### config.mk
export PLATFORM = sky130hd
export DESIGN_NAME = syscfg_lockbank
export DESIGN_NICKNAME = d
export VERILOG_FILES = /design/src/rtl/syscfg_pkg.sv /design/src/rtl/syscfg_keylock.sv /design/src/rtl/syscfg_guarded_reg.sv /design/src/rtl/syscfg_swrst_edge.sv /design/src/rtl/syscfg_lockbank.sv
export SDC_FILE = /design/constraint.sdc
export NUM_CORES = 1
export LEC_CHECK = 0
export ABC_AREA = 1
export BUFFER_PORTS_ARGS = -buffer_cell sky130_fd_sc_hd__buf_2
export CAP_MARGIN = 40
export CORE_MARGIN = 2
export CORE_UTILIZATION = 49
export DETAILED_ROUTE_END_ITERATION = 12
export PLACE_DENSITY = 0.79
export SLEW_MARGIN = 40
export SYNTH_ARGS = -nofsm -noshare
export SYNTH_HDL_FRONTEND = slang
export SYNTH_HIERARCHICAL = 1
export SYNTH_SLANG_ARGS = --single-unit
### constraint.sdc
create_clock -name clk -period 1 [get_ports clk]
set_input_delay 0.1 -clock clk [delete_from_list [all_inputs] [get_ports clk]]
set_output_delay 0.1 -clock clk [all_outputs]
set_load 0.1 [all_outputs]
### src/rtl/syscfg_pkg.sv
package syscfg_pkg;
  localparam int ADDR_W = 3;

  typedef enum logic [ADDR_W-1:0] {
    A_LOCK    = 3'd0,
    A_DEVCFG  = 3'd1,
    A_IDENT   = 3'd2,
    A_CLKDIV  = 3'd3,
    A_STATUS  = 3'd4
  } reg_addr_e;
endpackage

### src/rtl/syscfg_keylock.sv
module syscfg_keylock #(
  parameter int DATA_W = 32,
  parameter logic [DATA_W-1:0] KEY = 'hAA
) (
  input  logic              clk,
  input  logic              rst,
  input  logic              acc,
  input  logic              wr,
  input  logic              is_lock_addr,
  input  logic [DATA_W-1:0] wdata,
  output logic              armed
);
  // every access consumes the arm; only a key write re-arms
  always_ff @(posedge clk) begin
    if (rst)      armed <= 1'b0;
    else if (acc) armed <= wr && is_lock_addr && (wdata == KEY);
  end

  // the bank can only be armed right after a write to the lock address
  assert_arm_source_R2: assert property (@(posedge clk) disable iff (rst)
    $rose(armed) |-> $past(acc && wr && is_lock_addr));

  // an access other than a lock write leaves the bank locked
  assert_spent_R5: assert property (@(posedge clk) disable iff (rst)
    (acc && !is_lock_addr) |=> !armed);
endmodule

### src/rtl/syscfg_guarded_reg.sv
module syscfg_guarded_reg #(
  parameter int W = 32,
  parameter logic [W-1:0] INIT = '0
) (
  input  logic         clk,
  input  logic         rst,
  input  logic         hit,
  input  logic         armed,
  input  logic [W-1:0] wdata,
  output logic [W-1:0] q,
  output logic         blocked
);
  assign blocked = hit && !armed;

  always_ff @(posedge clk) begin
    if (rst)              q <= INIT;
    else if (hit && armed) q <= wdata;
  end

  // the value only moves after an armed write
  assert_guard_R4: assert property (@(posedge clk) disable iff (rst)
    (q != $past(q)) |-> $past(hit && armed));

  // an armed write lands its data
  assert_accept_R3: assert property (@(posedge clk) disable iff (rst)
    (hit && armed) |=> (q == $past(wdata)));
endmodule

### src/rtl/syscfg_swrst_edge.sv
module syscfg_swrst_edge (
  input  logic clk,
  input  logic rst,
  input  logic accept,
  input  logic bit_q,
  input  logic bit_new,
  output logic rst_req
);
  always_ff @(posedge clk) begin
    if (rst) rst_req <= 1'b0;
    else     rst_req <= accept && bit_q && !bit_new;
  end

  // a request is a single cycle wide
  assert_pulse_R7: assert property (@(posedge clk) disable iff (rst)
    rst_req |=> !rst_req);

  // a request follows a 1-to-0 change of the reset bit
  assert_fall_R7: assert property (@(posedge clk) disable iff (rst)
    rst_req |-> ($past(bit_q) && !bit_q));
endmodule

### src/rtl/syscfg_lockbank.sv
module syscfg_lockbank #(
  parameter int DATA_W   = 32,
  parameter logic [DATA_W-1:0] KEY = 'hAA,
  parameter logic [DATA_W-1:0] DEVCFG_INIT = 'hE0,
  parameter int SWRST_BIT = 31,
  parameter int CLKDIV_W  = 16,
  parameter logic [CLKDIV_W-1:0] CLKDIV_INIT = '0,
  parameter int REV_W    = 4,
  parameter int REV_LSB  = 28,
  parameter logic [REV_W-1:0] REV_VALUE = 4'h5
) (
  input  logic                       clk,
  input  logic                       rst,
  input  logic                       bus_sel,
  input  logic                       bus_wr,
  input  logic [syscfg_pkg::ADDR_W-1:0] bus_addr,
  input  logic [DATA_W-1:0]          bus_wdata,
  output logic [DATA_W-1:0]          bus_rdata,
  output logic                       rst_req
);
  import syscfg_pkg::*;

  localparam logic [DATA_W-1:0] IDENT_WORD =
    DATA_W'({REV_VALUE}) << REV_LSB;

  logic armed;
  logic hit_dev, hit_clk, blk_dev, blk_clk;
  logic clr_viol, viol;
  logic [DATA_W-1:0]   devcfg_q;
  logic [CLKDIV_W-1:0] clkdiv_q;

  assign hit_dev  = bus_sel && bus_wr && (bus_addr == A_DEVCFG);
  assign hit_clk  = bus_sel && bus_wr && (bus_addr == A_CLKDIV);
  assign clr_viol = bus_sel && bus_wr && (bus_addr == A_STATUS) && bus_wdata[0];

  syscfg_keylock #(.DATA_W(DATA_W), .KEY(KEY)) u_lock (
    .clk(clk), .rst(rst), .acc(bus_sel), .wr(bus_wr),
    .is_lock_addr(bus_addr == A_LOCK), .wdata(bus_wdata), .armed(armed));

  syscfg_guarded_reg #(.W(DATA_W), .INIT(DEVCFG_INIT)) u_devcfg (
    .clk(clk), .rst(rst), .hit(hit_dev), .armed(armed),
    .wdata(bus_wdata), .q(devcfg_q), .blocked(blk_dev));

  syscfg_guarded_reg #(.W(CLKDIV_W), .INIT(CLKDIV_INIT)) u_clkdiv (
    .clk(clk), .rst(rst), .hit(hit_clk), .armed(armed),
    .wdata(bus_wdata[CLKDIV_W-1:0]), .q(clkdiv_q), .blocked(blk_clk));

  syscfg_swrst_edge u_swrst (
    .clk(clk), .rst(rst), .accept(hit_dev && armed),
    .bit_q(devcfg_q[SWRST_BIT]), .bit_new(bus_wdata[SWRST_BIT]),
    .rst_req(rst_req));

  always_ff @(posedge clk) begin
    if (rst)                   viol <= 1'b0;
    else if (blk_dev || blk_clk) viol <= 1'b1;
    else if (clr_viol)         viol <= 1'b0;
  end

  always_ff @(posedge clk) begin
    if (rst) begin
      bus_rdata <= '0;
    end else if (bus_sel && !bus_wr) begin
      case (bus_addr)
        A_LOCK:   bus_rdata <= DATA_W'(armed);
        A_DEVCFG: bus_rdata <= devcfg_q;
        A_IDENT:  bus_rdata <= IDENT_WORD;
        A_CLKDIV: bus_rdata <= DATA_W'(clkdiv_q);
        A_STATUS: bus_rdata <= DATA_W'(viol);
        default:  bus_rdata <= '0;
      endcase
    end
  end

  // the violation flag holds until an explicit clear
  assert_viol_sticky_R4: assert property (@(posedge clk) disable iff (rst)
    (viol && !clr_viol) |=> viol);

  // the identity word never changes
  assert_ident_R6: assert property (@(posedge clk) disable iff (rst)
    (bus_sel && !bus_wr && bus_addr == A_IDENT) |=> (bus_rdata == IDENT_WORD));
endmodule

# ---- After elaboration in Yosys (flattened, before gate mapping)
# Index checks and enable logic that the tools add are counted.
dict set report totals {
  register_bits 83
  output_inout_bits 33
}
dict set report classes {
  eq_ne 5
  n_mux 3
  reduce_logical 20
}
# op n
set op_table {}
lappend op_table {{$pmux 32 s5} 1}
lappend op_table {{$eq 32x8->1 const B} 1}
lappend op_table {{$logic_and 1x1->1} 14}
lappend op_table {{$eq 3x2->1 const B} 2}
lappend op_table {{$eq 3x1->1 const B} 1}
lappend op_table {{$eq 3x3->1 const B} 1}
lappend op_table {{$logic_not 1->1} 3}
lappend op_table {{$logic_not 3->1} 1}
lappend op_table {{$mux 1} 2}
lappend op_table {{$reduce_bool 2->1} 1}
lappend op_table {{$logic_or 1x1->1} 1}

# ---- Longest topological paths before layout
dict set report logic_depth {
  word_depth 5
  ltp_mapped 9
}

# ---- Cells and area by module
# Netlist, hierarchy kept.
# mod instances cells_per_inst area_per_inst_um2 seq_area_each_um2
set by_module_without_submodules {}
lappend by_module_without_submodules {syscfg_lockbank 1 219 1493.9 660.6}
lappend by_module_without_submodules {{syscfg_guarded_reg (u_devcfg)} 1 199 1307.5 640.6}
lappend by_module_without_submodules {{syscfg_guarded_reg (u_clkdiv)} 1 104 683.2 320.3}
lappend by_module_without_submodules {syscfg_keylock 1 34 163.9 20.0}
lappend by_module_without_submodules {syscfg_swrst_edge 1 6 41.3 20.0}

# ---- Worst setup path after synthesis
# No wires, ideal clock.
dict set report synth_path {
  path_kind {flip-flop to flip-flop}
  from {register, netlist name bus_rdata[16]}
  to {register bus_rdata[16]}
  setup_time_ns 0.071
  t_arrival_ns 1.245
  setup_slack_ns -0.316
  path_stages_with_launch 3
  n_path_buf 0
  period_less_slack_ns 1.316
  cell_sequence {dfxtp_1 o21ai_0 a21oi_1}
}
# element line
set synth_rtl {}
lappend synth_rtl {{end signal, assigned} syscfg_lockbank.sv:64} ;# A_LOCK: bus_rdata <= DATA_W'(armed);
lappend synth_rtl {{end signal, assigned} syscfg_lockbank.sv:65} ;# A_DEVCFG: bus_rdata <= devcfg_q;
lappend synth_rtl {{end signal, assigned} syscfg_lockbank.sv:67} ;# A_CLKDIV: bus_rdata <= DATA_W'(clkdiv_q);
lappend synth_rtl {{end, declared} syscfg_lockbank.sv:18} ;# output logic [DATA_W-1:0] bus_rdata,

# ---- Final worst setup path
dict set report layout_path {
  from {register bus_rdata[19]}
  to {output port bus_rdata[19]}
}
# No word-level cell between the ends.

==> results.toml <==
[global_route]
grt-ovfl-total = 0
grt_usage_pct = 23.1
antenna_found_initial = 0
grt_pass1_vias = 3595
grt_max_degree = 33
grt_pass1_wl_mm = 15.6

[logic_synthesis]
ys.flop_type = "dfxtp_1"
synth_top_area_share_pct = 45.0
yosysUniqueCellTypes = 22
async_flop_share_pct = 0
synth_edf_count = 0
ys_seq_area_share_pct = 45.0
syn_nets = 601
postSynthAreaPerCell_um2 = 6.57
yosysWarnings = 6
yosys.area.top_type = "dfxtp_1"
syn_inst = 562
ys_ff_latch = 83
syn_area_um2 = 3690
yosys-top-cells-area = "dfxtp_1 (45%), nand2_1 (17%), nor2_1 (12%)"

[routing]
via_count = 3778
wl_met2_mm = 4.76
drt_iter0_markers = 248
ant_nets = 0
dr_wl_met3_um = 589
top_layer = "met4"
vias_per_cell = 4.95
wl_met1_mm = 4.02
firstDrtPassIters = 5
post_drt_wl_per_cell_um = 12.5
routed_wl_mm = 9.53
drc = 0

[setup_path]
worst-setup-path-type = "reg -> out"
worstPathArrival_ns = 0.90
setup.worst_path.end_class = "output pin"
critPathMaxFanout = 2
cpPeakStageDelay_ns = 0.37
critPathRequiredTime_ns = 0.90
cpMaxStageDelayCell = "dfxtp_2"
crit_family = "flip-flops"
path_cells = "buf_12"
crit_buf_inv = 1
cp-start-kind = "flip-flop"

[die]
coreArea_um2 = 7250
start_util_pct = 50.9
num_rows = 31
dieArea_um2 = 8240
io_pins = 72
die_w_um = 90.8
die_y_um = 90.8

[final_layout]
final_cell_mix = "nand2_1 (170), nor2_1 (112), inv_1 (70), dfxtp_1 (49), buf_12 (39)"
stdcell_area_um2 = 5240
diodes = 0
mostFrequentLayoutCell = "nand2_1"
area_growth_pct = 41.9
seqCellArea_um2 = 1710
multiInputGateArea_um2 = 1620
fillers = 552
fin_util_pct = 72.2
drive_above_1_share_pct = 26.6
fin_nets = 700

[sta]
max_freq_mhz = 1000
finalHoldViolations = 0
min_period_ns = 0.998
setup_viol = 0
clock_skew_ns = 0.00865
worstMarginPinSlew_ns = 0.372
finalCritPeriodShare_pct = 99.8
relSlewSlack_pct = 75.1
rsz0062_at_grt = "yes"
maxSlewViolCount = 0

[place]
hpwl_mm = 6.66
placed_cell_area_um2 = 4820
finalWeightedCongestion = 0.874
io_buffers = 71

[cts]
path_clk_slew_ns = 0.09
cts_tree = "done"
cts_htree_levels = 3
cts_buffer_depth = 2
tritoncts.num_buffers = 9
cts.sinks = 83
clock_tree.root_cell = "clkbuf_8"
clk_latency_ns = 0.35

[flow_run]
drv_cap = 0

[power]
ir_worst_vdd_v = 0.000800
leakage_uw = 0.00246
power_density_nw_per_um2 = 1330

[worst_hold_path]
hp-class = "in -> reg"

[outcome]
outcome = "completed"
flip-flops by register name, summed over array words and instances, names as in the netlist:
signal	flops
viol	1
u_swrst/rst_req	1
u_devcfg/q	32
bus_rdata	32
u_clkdiv/q	16
u_lock/armed	1
final timing paths:
kind | endpoint | slack [ns] | startpoint | cells after the start
min reg2reg | bus_rdata[29]$_SDFFE_PP0P_ | 0.45 | u_devcfg/q[29]$_SDFFE_PP0P_ | 2
max | bus_rdata[19] | 0.002 | bus_rdata[19]$_SDFFE_PP0P_ | 1
min | u_devcfg/q[27]$_SDFFE_PP0P_ | 0.01 | bus_wdata[27] | 3
max reg2reg | u_devcfg/q[23]$_SDFFE_PP0P_ | 0.03 | u_lock/armed$_SDFFE_PP0P_ | 4
final cells by class:
class / count / area share, %
timing repair buffer: 114 / 24.5
clock buffer: 10 / 2.63
multi-input combinational: 378 / 30.9
sequential: 83 / 32.6
inverter: 75 / 5.42
tap: 99 / 2.37
clock inverter: 5 / 1.62
worst min-delay path, cell delays in order:
cell and delay, ns:
buf_2 0.09, nor2_1 0.04, nor2_1 0.09
power by group:
| part | total [µW] | internal [µW] | switching (µW) |
|---|---|---|---|
| sequential | 3380 | 3340 | 37.9 |
| clock | 2690 | 1480 | 1210 |
| combinational | 869 | 316 | 553 |
kinds of logic after synthesis:
family	after synthesis	share of synthesized area [%]
AO/OA/AOI/OAI	64	8.88
buffers and inverters	101	12.3
flip-flops	83	45.0
AND/OR/NAND/NOR	314	33.8
per-stage QoR:
step | setup WS (ns) | std cells | hold slack [ns] | power (µW) | setup TNS, ns
global placement | -0.128 | 732 | 0.346 | 4280 | -3.70
global route | -0.0238 | 764 | 0.00932 | 7170 | -0.434
finish | 0.00211 | 764 | 0.00981 | 6940 | 0
floorplan | 0.0139 | 562 | 0.155 | 3890 | 0
CTS | -0.0159 | 760 | 0.000538 | 6990 | -0.101
detailed placement | -0.146 | 732 | 0.356 | 4290 | -6.60
cell usage after synthesis (4+ instances only):
cell	n
o21ai_1	14
nand3_1	9
inv_1	70
nand2_2	6
dfxtp_1	83
nor2_1	117
buf_6	7
buf_2	12
clkbuf_1	5
inv_2	5
a21oi_1	32
o21ai_0	16
nand4_1	4
nand2_1	171
metal layers:
metal / track usage (%) / vias up
met4: 9.34 / 0
met2: 39.9 / 132
met1: 28.8 / 1747
li1: - / 1886
met3: 3.42 / 13
met5: 0 / -
timing repair:
action | 4_1_cts | 5_1_grt
pin swaps | 0 | 2
setup endpoints to repair | 25 | 73
hold buffers | 10 | 0
endpoints found under the hold margin | 10 | 0
resized for setup | 1 | 9
setup buffers | 3 | 5
No activity file was read; power rests on OpenSTA's default activity.
